**config.mk**
```make
export PLATFORM = sky130hd
export DESIGN_NAME = cond_branch_seq
export DESIGN_NICKNAME = d
export VERILOG_FILES = /design/src/rtl/cbs_pkg.sv /design/src/rtl/cbs_cond_eval.sv /design/src/rtl/cbs_disp_add.sv /design/src/rtl/cbs_resolve.sv /design/src/rtl/cond_branch_seq.sv
export SDC_FILE = /design/constraint.sdc
export NUM_CORES = 1
export LEC_CHECK = 0
export ABC_AREA = 0
export CAP_MARGIN = 20
export CELL_PAD_IN_SITES_DETAIL_PLACEMENT = 1
export CELL_PAD_IN_SITES_GLOBAL_PLACEMENT = 1
export CORE_UTILIZATION = 38
export DETAILED_ROUTE_END_ITERATION = 12
export DONT_BUFFER_PORTS = 1
export MAX_ROUTING_LAYER = met4
export PLACE_DENSITY_LB_ADDON = 0.1
export SYNTH_ARGS = -nofsm -noshare
export SYNTH_HDL_FRONTEND = slang
export SYNTH_SLANG_ARGS = --single-unit
export TNS_END_PERCENT = 5
```
**constraint.sdc**
```tcl
create_clock -name clk -period 12.8 [get_ports clk]
set_input_delay 0.64 -clock clk [delete_from_list [all_inputs] [get_ports clk]]
set_output_delay 0.64 -clock clk [all_outputs]
set_load 0.05 [all_outputs]
```
**src/rtl/cbs_pkg.sv**
```systemverilog
package cbs_pkg;
   typedef enum logic [1:0] {
      OP_BCOND = 2'd0,
      OP_BRA   = 2'd1,
      OP_DBCC  = 2'd2,
      OP_SCC   = 2'd3
   } cbs_kind_e;

   typedef struct packed {
      logic n;
      logic z;
      logic v;
      logic c;
   } cbs_flags_t;

   typedef enum logic {
      ST_IDLE = 1'b0,
      ST_WAIT = 1'b1
   } cbs_state_e;

   function automatic int cbs_max(input int a, input int b);
      return (a > b) ? a : b;
   endfunction
endpackage

```
**src/rtl/cbs_cond_eval.sv**
```systemverilog
module cbs_cond_eval
   import cbs_pkg::*;
(
   input  logic [3:0] sel,
   input  cbs_flags_t fl,
   output logic       hit
);
   logic sgn_ok;
   assign sgn_ok = (fl.n == fl.v);

   always_comb begin
      unique case (sel)
         4'd0:  hit = 1'b1;
         4'd1:  hit = 1'b0;
         4'd2:  hit = ~fl.c & ~fl.z;
         4'd3:  hit = fl.c | fl.z;
         4'd4:  hit = ~fl.c;
         4'd5:  hit = fl.c;
         4'd6:  hit = ~fl.z;
         4'd7:  hit = fl.z;
         4'd8:  hit = ~fl.v;
         4'd9:  hit = fl.v;
         4'd10: hit = ~fl.n;
         4'd11: hit = fl.n;
         4'd12: hit = sgn_ok;
         4'd13: hit = ~sgn_ok;
         4'd14: hit = sgn_ok & ~fl.z;
         default: hit = fl.z | ~sgn_ok;
      endcase
   end
endmodule

```
**src/rtl/cbs_disp_add.sv**
```systemverilog
module cbs_disp_add #(
   parameter int PCW = 32
) (
   input  logic [PCW-1:0] base,
   input  logic [15:0]    disp,
   output logic [PCW-1:0] sum
);
   logic [PCW-1:0] disp_x;

   generate
      if (PCW > 16) begin : g_wide
         assign disp_x = {{(PCW-16){disp[15]}}, disp};
      end else begin : g_narrow
         assign disp_x = disp[PCW-1:0];
      end
   endgenerate

   assign sum = base + disp_x;
endmodule

```
**src/rtl/cbs_resolve.sv**
```systemverilog
module cbs_resolve
   import cbs_pkg::*;
#(
   parameter int PCW            = 32,
   parameter int CYW            = 5,
   parameter int CYC_BR_TAKEN   = 10,
   parameter int CYC_BR_SKIP_B  = 8,
   parameter int CYC_BR_SKIP_W  = 12,
   parameter int CYC_DB_HIT     = 12,
   parameter int CYC_DB_EXPIRE  = 14,
   parameter int CYC_DB_LOOP    = 10,
   parameter int CYC_SET_TRUE   = 6,
   parameter int CYC_SET_FALSE  = 4
) (
   input  cbs_kind_e      kind,
   input  logic [15:0]    opcode,
   input  logic [PCW-1:0] pc,
   input  logic [15:0]    count,
   input  cbs_flags_t     fl,
   input  logic [15:0]    ext_word,
   output logic           need_ext,
   output logic [PCW-1:0] pc_next,
   output logic [CYW-1:0] cost,
   output logic           wr_cnt,
   output logic [15:0]    cnt_next,
   output logic [7:0]     set_byte
);
   localparam logic [15:0] CNT_WRAP = 16'hFFFF;

   logic           cond_hit;
   logic           short_zero;
   logic [15:0]    disp_short;
   logic [PCW-1:0] pc_short;
   logic [PCW-1:0] pc_word;
   logic [PCW-1:0] pc_skip;
   logic [15:0]    dec_val;

   assign short_zero = (opcode[7:0] == 8'h00);
   assign disp_short = {{8{opcode[7]}}, opcode[7:0]};
   assign dec_val    = count - 16'd1;

   cbs_cond_eval u_cond (
      .sel (opcode[11:8]),
      .fl  (fl),
      .hit (cond_hit)
   );

   cbs_disp_add #(.PCW(PCW)) u_add_short (
      .base (pc),
      .disp (disp_short),
      .sum  (pc_short)
   );

   cbs_disp_add #(.PCW(PCW)) u_add_word (
      .base (pc),
      .disp (ext_word),
      .sum  (pc_word)
   );

   cbs_disp_add #(.PCW(PCW)) u_add_skip (
      .base (pc),
      .disp (16'd2),
      .sum  (pc_skip)
   );

   always_comb begin
      need_ext = 1'b0;
      pc_next  = pc;
      cost     = '0;
      wr_cnt   = 1'b0;
      cnt_next = dec_val;
      set_byte = 8'h00;
      unique case (kind)
         OP_BCOND, OP_BRA: begin
            if (cond_hit || (kind == OP_BRA)) begin
               cost = CYW'(CYC_BR_TAKEN);
               if (short_zero) begin
                  need_ext = 1'b1;
                  pc_next  = pc_word;
               end else begin
                  pc_next  = pc_short;
               end
            end else if (short_zero) begin
               pc_next = pc_skip;
               cost    = CYW'(CYC_BR_SKIP_W);
            end else begin
               cost    = CYW'(CYC_BR_SKIP_B);
            end
         end
         OP_DBCC: begin
            if (cond_hit) begin
               pc_next = pc_skip;
               cost    = CYW'(CYC_DB_HIT);
            end else begin
               wr_cnt = 1'b1;
               if (dec_val == CNT_WRAP) begin
                  pc_next = pc_skip;
                  cost    = CYW'(CYC_DB_EXPIRE);
               end else begin
                  need_ext = 1'b1;
                  pc_next  = pc_word;
                  cost     = CYW'(CYC_DB_LOOP);
               end
            end
         end
         default: begin
            set_byte = cond_hit ? 8'hFF : 8'h00;
            cost     = cond_hit ? CYW'(CYC_SET_TRUE) : CYW'(CYC_SET_FALSE);
         end
      endcase
   end
endmodule

```
**src/rtl/cond_branch_seq.sv**
```systemverilog
module cond_branch_seq
   import cbs_pkg::*;
#(
   parameter int PCW            = 32,
   parameter int CYW            = 5,
   parameter int CYC_BR_TAKEN   = 10,
   parameter int CYC_BR_SKIP_B  = 8,
   parameter int CYC_BR_SKIP_W  = 12,
   parameter int CYC_DB_HIT     = 12,
   parameter int CYC_DB_EXPIRE  = 14,
   parameter int CYC_DB_LOOP    = 10,
   parameter int CYC_SET_TRUE   = 6,
   parameter int CYC_SET_FALSE  = 4
) (
   input  logic           clk,
   input  logic           rst_n,
   input  logic           start,
   input  logic [1:0]     op_kind,
   input  logic [15:0]    opcode,
   input  logic [PCW-1:0] pc_in,
   input  logic [15:0]    count_in,
   input  logic [3:0]     flags_in,
   input  logic           ext_valid,
   input  logic [15:0]    ext_word,
   output logic           busy,
   output logic           done,
   output logic [PCW-1:0] next_pc,
   output logic [CYW-1:0] cycles,
   output logic           cnt_we,
   output logic [2:0]     cnt_reg,
   output logic [15:0]    cnt_out,
   output logic [7:0]     scc_byte
);
   localparam int CYC_PEAK =
      cbs_max(cbs_max(cbs_max(CYC_BR_TAKEN, CYC_BR_SKIP_B), cbs_max(CYC_BR_SKIP_W, CYC_DB_HIT)),
              cbs_max(cbs_max(CYC_DB_EXPIRE, CYC_DB_LOOP), cbs_max(CYC_SET_TRUE, CYC_SET_FALSE)));

   generate
      if (PCW < 16) begin : g_bad_pcw
         $error("cond_branch_seq: PCW must be at least 16");
      end
      if (CYC_PEAK >= (1 << CYW)) begin : g_bad_cyw
         $error("cond_branch_seq: CYW too narrow for the largest cycle cost");
      end
   endgenerate

   cbs_state_e     state_q;
   cbs_kind_e      kind_q;
   logic [15:0]    opc_q;
   logic [PCW-1:0] pc_q;
   logic [15:0]    cnt_q;
   cbs_flags_t     fl_q;

   cbs_kind_e      src_kind;
   logic [15:0]    src_opc;
   logic [PCW-1:0] src_pc;
   logic [15:0]    src_cnt;
   cbs_flags_t     src_fl;

   logic           r_need;
   logic [PCW-1:0] r_pc;
   logic [CYW-1:0] r_cost;
   logic           r_we;
   logic [15:0]    r_cnt;
   logic [7:0]     r_set;

   logic           accept;
   logic           finish;

   assign accept = (state_q == ST_IDLE) && start;

   always_comb begin
      if (state_q == ST_IDLE) begin
         src_kind = cbs_kind_e'(op_kind);
         src_opc  = opcode;
         src_pc   = pc_in;
         src_cnt  = count_in;
         src_fl   = cbs_flags_t'(flags_in);
      end else begin
         src_kind = kind_q;
         src_opc  = opc_q;
         src_pc   = pc_q;
         src_cnt  = cnt_q;
         src_fl   = fl_q;
      end
   end

   cbs_resolve #(
      .PCW           (PCW),
      .CYW           (CYW),
      .CYC_BR_TAKEN  (CYC_BR_TAKEN),
      .CYC_BR_SKIP_B (CYC_BR_SKIP_B),
      .CYC_BR_SKIP_W (CYC_BR_SKIP_W),
      .CYC_DB_HIT    (CYC_DB_HIT),
      .CYC_DB_EXPIRE (CYC_DB_EXPIRE),
      .CYC_DB_LOOP   (CYC_DB_LOOP),
      .CYC_SET_TRUE  (CYC_SET_TRUE),
      .CYC_SET_FALSE (CYC_SET_FALSE)
   ) u_resolve (
      .kind     (src_kind),
      .opcode   (src_opc),
      .pc       (src_pc),
      .count    (src_cnt),
      .fl       (src_fl),
      .ext_word (ext_word),
      .need_ext (r_need),
      .pc_next  (r_pc),
      .cost     (r_cost),
      .wr_cnt   (r_we),
      .cnt_next (r_cnt),
      .set_byte (r_set)
   );

   assign finish = (accept && !r_need) || ((state_q == ST_WAIT) && ext_valid);

   always_ff @(posedge clk or negedge rst_n) begin
      if (!rst_n) begin
         state_q <= ST_IDLE;
         kind_q  <= OP_BCOND;
         opc_q   <= '0;
         pc_q    <= '0;
         cnt_q   <= '0;
         fl_q    <= '0;
      end else begin
         if (accept && r_need) begin
            state_q <= ST_WAIT;
            kind_q  <= src_kind;
            opc_q   <= src_opc;
            pc_q    <= src_pc;
            cnt_q   <= src_cnt;
            fl_q    <= src_fl;
         end else if ((state_q == ST_WAIT) && ext_valid) begin
            state_q <= ST_IDLE;
         end
      end
   end

   always_ff @(posedge clk or negedge rst_n) begin
      if (!rst_n) begin
         done     <= 1'b0;
         cnt_we   <= 1'b0;
         next_pc  <= '0;
         cycles   <= '0;
         cnt_reg  <= '0;
         cnt_out  <= '0;
         scc_byte <= '0;
      end else begin
         done   <= finish;
         cnt_we <= finish && r_we;
         if (finish) begin
            next_pc  <= r_pc;
            cycles   <= r_cost;
            cnt_reg  <= src_opc[2:0];
            cnt_out  <= r_cnt;
            scc_byte <= r_set;
         end
      end
   end

   assign busy = (state_q == ST_WAIT);
endmodule

```
# Yosys cells after proc, flatten, opt, wreduce, memory -nomap -nowiden
# Cells that the tools add are included.
[op_classes]
n_addsub = 4
eq_ne = 18
n_mux = 29
n_bitwise = 10
n_reduce_logical = 14
[ops]
columns = ["op", "count"]
rows = [
  ["$mux 32", 6],
  ["$add 32x32->32", 2],
  ["$pmux 32 s2", 1],
  ["$add 32x2->32 const B", 1],
  ["$eq 4x4->1 const B", 7],
  ["$eq 16x16->1 const B", 1],
  ["$eq 4x3->1 const B", 4],
  ["$mux 16", 1],
  ["$mux 8", 2],
  ["$sub 16x1->16 const B", 1],
  ["$pmux 1 s15", 1],
  ["$mux 12", 1],
  ["$mux 5", 2],
  ["$pmux 5 s2", 1],
  ["$eq 4x2->1 const B", 2],
  ["$logic_not 8->1", 1],
  ["$mux 1", 8],
  ["$mux 3", 2],
  ["$not 1->1", 6],
  ["$logic_and 1x1->1", 5],
  ["$eq 4x1->1 const B", 1],
  ["$logic_not 4->1", 1],
  ["$mux 2", 2],
  ["$mux 4", 1],
  ["12 further kinds", 15],
]
[word_totals]
ff_bits = 133
inputBits = 90
out_inout_bits = 67
elab_cells = 91

# Longest topological paths before layout
# Gate-level depths: netlist of the first run.
[logic_depth]
ltp_word = 12
depth_mapped = 22
depth_no_buf = 14

# Modules after synthesis
# Synthesis of the first run repeated with hierarchy kept, for this count alone.
[unflattened]
hier_cells = 1437
hier_area_um2 = 13700.6
[by_module_without_submodules]
columns = ["module", "instances", "cells_each", "area_per_inst_um2", "seq_area_each_um2"]
rows = [
  ["cond_branch_seq", 1, 379, 6095.8, 3428.3],
  ["cbs_disp_add at u_resolve.u_add_short ...", 2, 241, 1744.2, 0.0],
  ["cbs_resolve", 1, 323, 2255.9, 0.0],
  ["cbs_disp_add at u_resolve.u_add_word", 1, 232, 1720.4, 0.0],
  ["cbs_cond_eval", 1, 21, 140.1, 0.0],
]

# Worst setup path after synthesis of the first run
# No wires, ideal clock.
[synth_timing]
kind = "register to register"
start = "reg state_q, in the netlist busy"
end = "reg next_pc[28]"
setup_time_ps = 66
arrival_time_ps = 5663
t_required_ps = 12734
setup_slack_ps = 7071
stages_incl_launch_ff = 22
n_path_buf = 8
synth_period_minus_slack_ps = 5729
path_cell_list = "dfrtp_1 > buf_2 > buf_4 > buf_2 > buf_2 > buf_2 > buf_2 > buf_2 > clkbuf_1 > mux2_2 > ha_1 > fa_1 > a21o_1 > a31o_2 > nand3_1 > a211oi_1 > or4_1 > o311a_1 > a21oi_1 > a211oi_1 > o31ai_1 > o22a_1"
[synth_via]
elab_cells_between_ends = 59
classes_between = "add/sub: 4; eq/ne: 18; mux: 17; bitwise: 10; reduce/logical: 10"
[synth_lines]
columns = ["element", "line", "source"]
rows = [
  ["start, declared", "cond_branch_seq.sv:47", "cbs_state_e state_q;"],
  ["start signal, assigned", "cond_branch_seq.sv:118", "state_q <= ST_IDLE;"],
  ["start signal, assigned", "cond_branch_seq.sv:126", "state_q <= ST_WAIT;"],
  ["start signal, assigned", "cond_branch_seq.sv:133", "state_q <= ST_IDLE;"],
  ["$mux 32 *", "cond_branch_seq.sv:73", "if (state_q == ST_IDLE) begin"],
  ["named net src_pc[0]", "cond_branch_seq.sv:56", "logic [PCW-1:0] src_pc;"],
  ["$add 32x32->32 or $add 32x2->32 (tied branches)", "cbs_disp_add.sv:18", "assign sum = base + disp_x;"],
  ["$mux 32, on equally long branches", "cbs_resolve.sv:96, cbs_resolve.sv:77, cbs_resolve.sv:83", ""],
  ["$mux 32, on equally long branches", "cbs_resolve.sv:91, cbs_resolve.sv:75", ""],
  ["$pmux 32 s2 *", "cbs_resolve.sv:73", "unique case (kind)"],
  ["end signal, assigned", "cond_branch_seq.sv:151", "next_pc <= r_pc;"],
  ["end, declared", "cond_branch_seq.sv:27", "output logic [PCW-1:0] next_pc,"],
]
# The timed path passes the listed nets; every way through them passes the cells marked *.
# A chain may end at the register's enable or synchronous reset.

# Worst setup path in the final report of the first run
[layout_timing]
start = "reg state_q, in the netlist busy"
end = "reg next_pc[24]"
[layout_via]
elab_cells_between_ends = 59
classes_between = "add/sub: 4; eq/ne: 18; mux: 17; bitwise: 10; reduce/logical: 10"
[layout_lines]
columns = ["element", "line", "source"]
rows = [
  ["$mux 16 *", "cond_branch_seq.sv:73", ""],
  ["$sub 16x1->16 *", "cbs_resolve.sv:40", "assign dec_val = count - 16'd1;"],
  ["named net r_cnt[0]", "cond_branch_seq.sv:64", "logic [15:0] r_cnt;"],
  ["$eq 16x16->1 *", "cbs_resolve.sv:96", "if (dec_val == CNT_WRAP) begin"],
  ["$mux 1", "cbs_resolve.sv:96", ""],
  ["$mux 1", "cbs_resolve.sv:91", "if (cond_hit) begin"],
  ["$pmux 1 s2", "cbs_resolve.sv:73", ""],
  ["$logic_not 1->1", "cond_branch_seq.sv:114", "assign finish = (accept && !r_need) || ((state_q == ST_WAIT) && ext_valid);"],
  ["$logic_and 1x1->1", "cond_branch_seq.sv:114", ""],
  ["$logic_or 1x1->1", "cond_branch_seq.sv:114", ""],
]
# Marks and branches as above.

==> metrics, run 1 <==
CTS H-tree depth 4; IO Port Bufs 0; Avg WL per Cell roughly 23 um; distinct cell type count after synthesis between 70 and 80; Max Clock Freq ~160 MHz; Routability Congestion ~0.89; Pins Over Slew Limit 0; Clock transition at path regs ~0.07 ns; DR vias about 11,000; antenna violations before repair 0; minimum clock period ~6.3 ns; Initial DRC Count between 700 and 800; NumNets Final approximately 1,600; TritonCTS clock tree done; r2r endpoint next_pc[24]; Vias/cell approximately 6.0; Die X between 150 and 200 um; critical path class reg2reg; number of remaining DRC errors 0; drt first pass iters 7; Critical Path Source Type flip-flop; most used cell, CP buf_4; Required @ worst endpoint 13.13 ns; Starting Density approximately two fifths; Max Cap Viol 0; max_slew headroom between 20% and 30%; synthesis-stage register bit count about 120; Psw 1998 uW; io pins 157; TritonCTS Buffers 17; Die Ht roughly 180 um; Detail Route Antenna Nets 0; grt total ovfl 0; outcome finished clean; first-pass GRT wire length approximately 65,000 um; asr flop ratio synth 100.0%; total track usage a little over a quarter; Critical Path AT 6.67 ns; Crit-path slowest cell dfrtp_4; latest clock arrival within the worst-skew pair 0.44 ns; number of global-route vias before repair ~11,000; setup repair after global routing missed its margin false; Die Area between 30,000 and 40,000 um2; Post-CTS Setup Inserts 0; biggest registers after layout next_pc (32), pc_q (32); sequential-to-total area share from yosys stat a little over a quarter; share of power burned in registers between 30% and 40%; fin crit share a little under 50%; Worst VDD drop roughly 0.11 mV; Clock Tree Buf Depth 2; row cnt 64; final instance area around 13,000 um2; syn_area_per_cell ~7.9 um2; Leakage between 0.005 and 0.006 uW; final hold violation count 0; setup TNS 0 ns; Hold Crit Class in2async; Buf+Inv Stages, Crit Path 3; Max FO, Critical Path 56; Switching Fraction between 50 and 60%; Syn-to-layout area delta 7.351%; number of synthesized flops with an enable pin 0; R2R cell count 15; Multi-input gate area 8222 um2; Root Buffer clkbuf_16; crit-path leading delay family compound AO/OA/AOI/OAI gates; clk sinks around 120; PD cells around 290 nW/um2; Setup-failing EPs final 0; FILL cells around 3,700; YS warnings 0; worst-path cell chain mux2i_1, ha_1, nor4bb_1, o21ai_0, nor4_1, xnor2_1, nand2_1, o41ai_2, buf_4, nor2_1, o31a_2, inv_2, buf_4, o211ai_1, o32a_1; Worst Setup SP busy; logic gate share of total power between 50% and 60%; mapped cell area approximately 12,000 um2; Top FF cell, synth dfrtp_1; number of antenna repair diodes 0; ratio of cells with drive above 1 in the final layout under 10%; clk_skew around 0.020 ns; largest net degree at the start of global routing approximately 130; DP Area between 10,000 and 15,000 um2; CP Capture Type flip-flop; RR Startpoint busy; Core Footprint between 30,000 and 40,000 um2; cell count after synthesis 1,503; Worst path max stage delay ~0.85 ns; Clock power frac roughly 14%; P_int roughly 1700 uW; Post-DP HPWL 31,200 um; register area around 3100 um2; flop-to-flop setup slack between 6 and 7 ns; Worst Tran Pin Value 1.113 ns; total wire length around 43,000 um
## final cells by class
| type | instances | share of cell area [%] |
|---|---|---|
| clock buffers | 22 | 3.640 |
| clock inverters | 10 | 0.9026 |
| inverters | 43 | 1.266 |
| multi-input cells | 1251 | 64.47 |
| flip-flops and latches | 124 | 24.39 |
| well taps | 396 | 3.885 |
| repair buffers | 22 | 1.452 |
## cells in the final DEF (no fill, tap or decap), types with 13 or more instances in the layout
| master | netlist | routed |
|---|---|---|
| a211oi_1 | 23 | 22 |
| a21o_1 | 32 | 32 |
| a21oi_1 | 171 | 171 |
| a31oi_1 | 30 | 30 |
| and3_1 | 13 | 13 |
| buf_4 | 16 | 21 |
| clkbuf_16 | 0 | 17 |
| dfrtp_1 | 124 | 122 |
| ha_1 | 64 | 64 |
| inv_1 | 42 | 42 |
| mux2_2 | 49 | 49 |
| mux2i_1 | 70 | 69 |
| nand2_1 | 119 | 119 |
| nand3_1 | 46 | 46 |
| nand4_1 | 19 | 19 |
| nor2_1 | 188 | 188 |
| nor3_1 | 43 | 43 |
| nor4_1 | 14 | 14 |
| o211ai_1 | 13 | 13 |
| o21ai_0 | 70 | 70 |
| xnor2_1 | 69 | 69 |
| xor2_1 | 29 | 29 |
## cell usage after synthesis, types with 42 or more instances
cell,instances,area [um2]
nor2_1,188,705.7
ha_1,64,800.8
o21ai_0,70,350.3
nand3_1,46,230.2
a21oi_1,171,855.8
mux2i_1,70,700.7
inv_1,42,157.7
mux2_2,49,551.8
nor3_1,43,215.2
dfrtp_1,124,3103
nand2_1,119,446.7
xnor2_1,69,604.3
## repair_timing
action	CTS	global route
endpoints found under the hold margin	124	0
hold buffers	1	0
resized for setup	0	0
## how the worst max path moves through the flow
| stage | end | slack (ns) | cells after the start |
|---|---|---|---|
| after floorplan | next_pc[28] | 7.07 | 21 |
| after global placement | next_pc[24] | 6.52 | 15 |
| after detailed placement | next_pc[24] | 6.47 | 15 |
| after CTS | next_pc[24] | 6.45 | 15 |
| after global routing | next_pc[24] | 5.98 | 15 |
| final | next_pc[24] | 6.46 | 15 |
## worst reg2reg max path, stage by stage, from the launching register on
cell,delay [ns]
dfrtp_4,0.85
mux2i_1,0.48
ha_1,0.30
nor4bb_1,0.49
o21ai_0,0.33
nor4_1,0.46
xnor2_1,0.19
nand2_1,0.13
o41ai_2,0.32
buf_4,0.65
nor2_1,0.17
o31a_2,0.37
inv_2,0.30
buf_4,0.60
o211ai_1,0.23
o32a_1,0.36
## metal layers
| layer | global-route usage, % | vias up | routed length [um] |
|---|---|---|---|
| met5 | - | - | 0 |
| met4 | 6.038 | 0 | 413 |
| met3 | 5.174 | 30 | 2698 |
| met2 | 42.05 | 263 | 18830 |
| met1 | 37.25 | 5558 | 20580 |
| li1 | - | 5450 | - |
## kinds of logic after synthesis
family / after synthesis / synth area share (%)
and+or+nand+nor: 507 / 19.81
muxes: 119 / 10.54
xor gates and xnor gates: 98 / 7.225
buffers and inverters: 129 / 4.982
adders and majority gates: 66 / 7.077
AOI/OAI and AO/OA: 459 / 24.21
other: 1 / 0.03157
DFF: 124 / 26.12
## per-stage QoR
step	total power [uW]	utilization, %	worst slack, ns	hold slack (ns)	cells
floorplan	2616	-	7.071	0.3444	1504
global route	3924	41.58	5.979	0.2376	1868
detailed placement	3149	39.61	6.467	0.3497	1835
global placement	3098	39.61	6.518	0.3476	1835
finish	3668	41.58	6.463	0.1910	1868
CTS	3668	41.58	6.450	0.2195	1868
## power groups by stage
stage | clock network (uW) | logic (uW) | registers, uW
6_report | 495 | 2060 | 1120
5_1_grt | 514 | 2260 | 1150
4_1_cts | 504 | 2040 | 1120
3_5_place_dp | 0 | 2020 | 1130
3_3_place_gp | 0 | 1980 | 1120
2_1_floorplan | 0 | 1600 | 1020
No activity file was read; power rests on OpenSTA's default activity.
==> run 2: changes to the inputs <==
==> constraint.sdc (replaced) <==
create_clock -name clk -period 5.3 [get_ports clk]
set_input_delay 0.265 -clock clk [delete_from_list [all_inputs] [get_ports clk]]
set_output_delay 0.265 -clock clk [all_outputs]
set_load 0.05 [all_outputs]
==> run 2 against run 1 <==
Core utilization up 1.4 points. Register-to-register slack got worse by 6.0 ns. Worst hold slack worse by 0.18 ns. Clock power grew 140%. Largest power group unchanged.
==> metrics, run 2 (synthesized netlist as in run 1, its figures left out) <==
outcome finished clean; max_slew headroom between 20% and 30%; CTS H-tree depth 4; antenna violations before repair 0; Clock transition at path regs 0.06 ns; Avg WL per Cell between 20 and 25 um; flop-to-flop setup slack a little under 0.5 ns; Required @ worst endpoint approximately 5.6 ns; total wire length between 40,000 and 50,000 um; number of remaining DRC errors 0; Pins Over Slew Limit 0; drt first pass iters 5; Critical Path Source Type flip-flop; first-pass GRT wire length approximately 68,000 um; Max Cap Viol 0; Starting Density about two fifths; Multi-input gate area 8222 um2; TritonCTS Buffers 17; critical path class reg2reg; Setup-failing EPs final 0; DR vias about 12,000; TritonCTS clock tree done; total track usage between 20% and 30%; Critical Path AT about 5.1 ns; CP Capture Type flip-flop; post-cts sizing count 0; Initial DRC Count 782; register area slightly above 3000 um2; Root Buffer clkbuf_16; Post-DP HPWL about 33,000 um; Die Area roughly 32,000 um2; latest clock arrival within the worst-skew pair 0.44 ns; Switching Fraction around 54%; fin crit share roughly nine tenths; IO Port Bufs 0; Detail Route Antenna Nets 0; biggest registers after layout next_pc (32), pc_q (32); Die Ht ~180 um; NumNets Final roughly 1,700; Max Clock Freq 207.5 MHz; PD cells around 690 nW/um2; most frequent cells in the layout 188 x nor2_1, 171 x a21oi_1, 122 x dfrtp_1; setup TNS 0 ns; final hold violation count 0; Vias/cell 6.083; FILL cells between 3,000 and 4,000; Clock power frac a little over an eighth; fin util a little over two fifths; hold buffer count at cts 15; clk_skew between 0.01 and 0.015 ns; Cells after DPL 1,864; Psw around 4900 uW; Max FO, Critical Path 82; P_int around 4200 uW; io pins roughly 160; logic gate share of total power between 50% and 60%; Leakage ~0.0052 uW; largest net degree at the start of global routing 125; share of power burned in registers between 20% and 30%; clk sinks between 100 and 150; Core Footprint ~30,000 um2; grt total ovfl 0; Worst VDD drop approximately 0.23 mV; Worst Tran Pin Value between 1 and 1.5 ns; minimum clock period ~4.8 ns; Hold Crit Class in2reg; number of global-route vias before repair around 11,000; number of antenna repair diodes 0; row cnt 64; Post-CTS Setup Inserts 0; commonest non-fill, non-tap cell in the layout nor2_1; Syn-to-layout area delta 10.94%; Die X about 180 um; Layout Cells excl Fill ~1,900; ratio of cells with drive above 1 in the final layout 9.769%; Routability Congestion between 0.9 and 1; setup repair after global routing missed its margin false; Clock Tree Buf Depth 2
## run 2: layer usage
layer | global-route usage, % | wire [um] | vias to the layer above
met3 | 5.598 | 2795 | 31
met4 | 5.579 | 431 | 0
li1 | - | - | 5526
met1 | 39.89 | 21430 | 5753
met5 | - | 0 | -
met2 | 42.97 | 19620 | 314
## run 2: power by group through the flow
stage,clock network (uW),registers (uW),logic [uW]
2_1_floorplan,0,2460,3870
3_3_place_gp,0,2680,4990
3_5_place_dp,0,2700,5080
4_1_cts,1220,2690,5150
5_1_grt,1250,2770,5680
6_report,1200,2680,5180
## run 2: final timing paths
check / from / to / cells after the start
min: pc_in[8] / pc_q[8] / 2
min in group asynchronous: rst_n / opc_q[6] / 2
max reg2reg: busy / next_pc[28] / 13
max: busy / next_pc[28] / 13
max in group asynchronous: rst_n / next_pc[13] / 2
min reg2reg: fl_q[2] / fl_q[2] / 1
## run 2: final cells by class
| cell class | instances | area share, % |
|---|---|---|
| multi-input cells | 1251 | 62.38 |
| flip-flops and latches | 124 | 23.60 |
| repair buffers | 65 | 4.500 |
| well taps | 396 | 3.759 |
| clock buffers | 22 | 3.674 |
| inverters | 43 | 1.225 |
| clock inverters | 10 | 0.8639 |
## run 2: critical path, stage by stage, from the launching register on
cell and delay, ns:
dfrtp_4 0.59, buf_12 0.45, nor4b_1 0.48, o21ai_1 0.29, or4_1 0.59, xnor2_1 0.16, mux2i_1 0.14, o41ai_2 0.59
nor2_1 0.12, o31a_2 0.38, inv_2 0.33, buf_4 0.30, o31ai_1 0.10, o22a_1 0.17
## run 2: stage by stage
stage	worst slack [ns]	hold slack, ns	power [uW]	instance area, um2
floorplan	0.01076	-0.03059	6325	11890
global placement	0.5667	-0.02504	7670	12410
detailed placement	0.5008	-0.02533	7783	12410
CTS	0.4313	0.005405	9056	13180
global route	0.1142	0.01492	9705	13180
finish	0.4802	0.01573	9068	13180
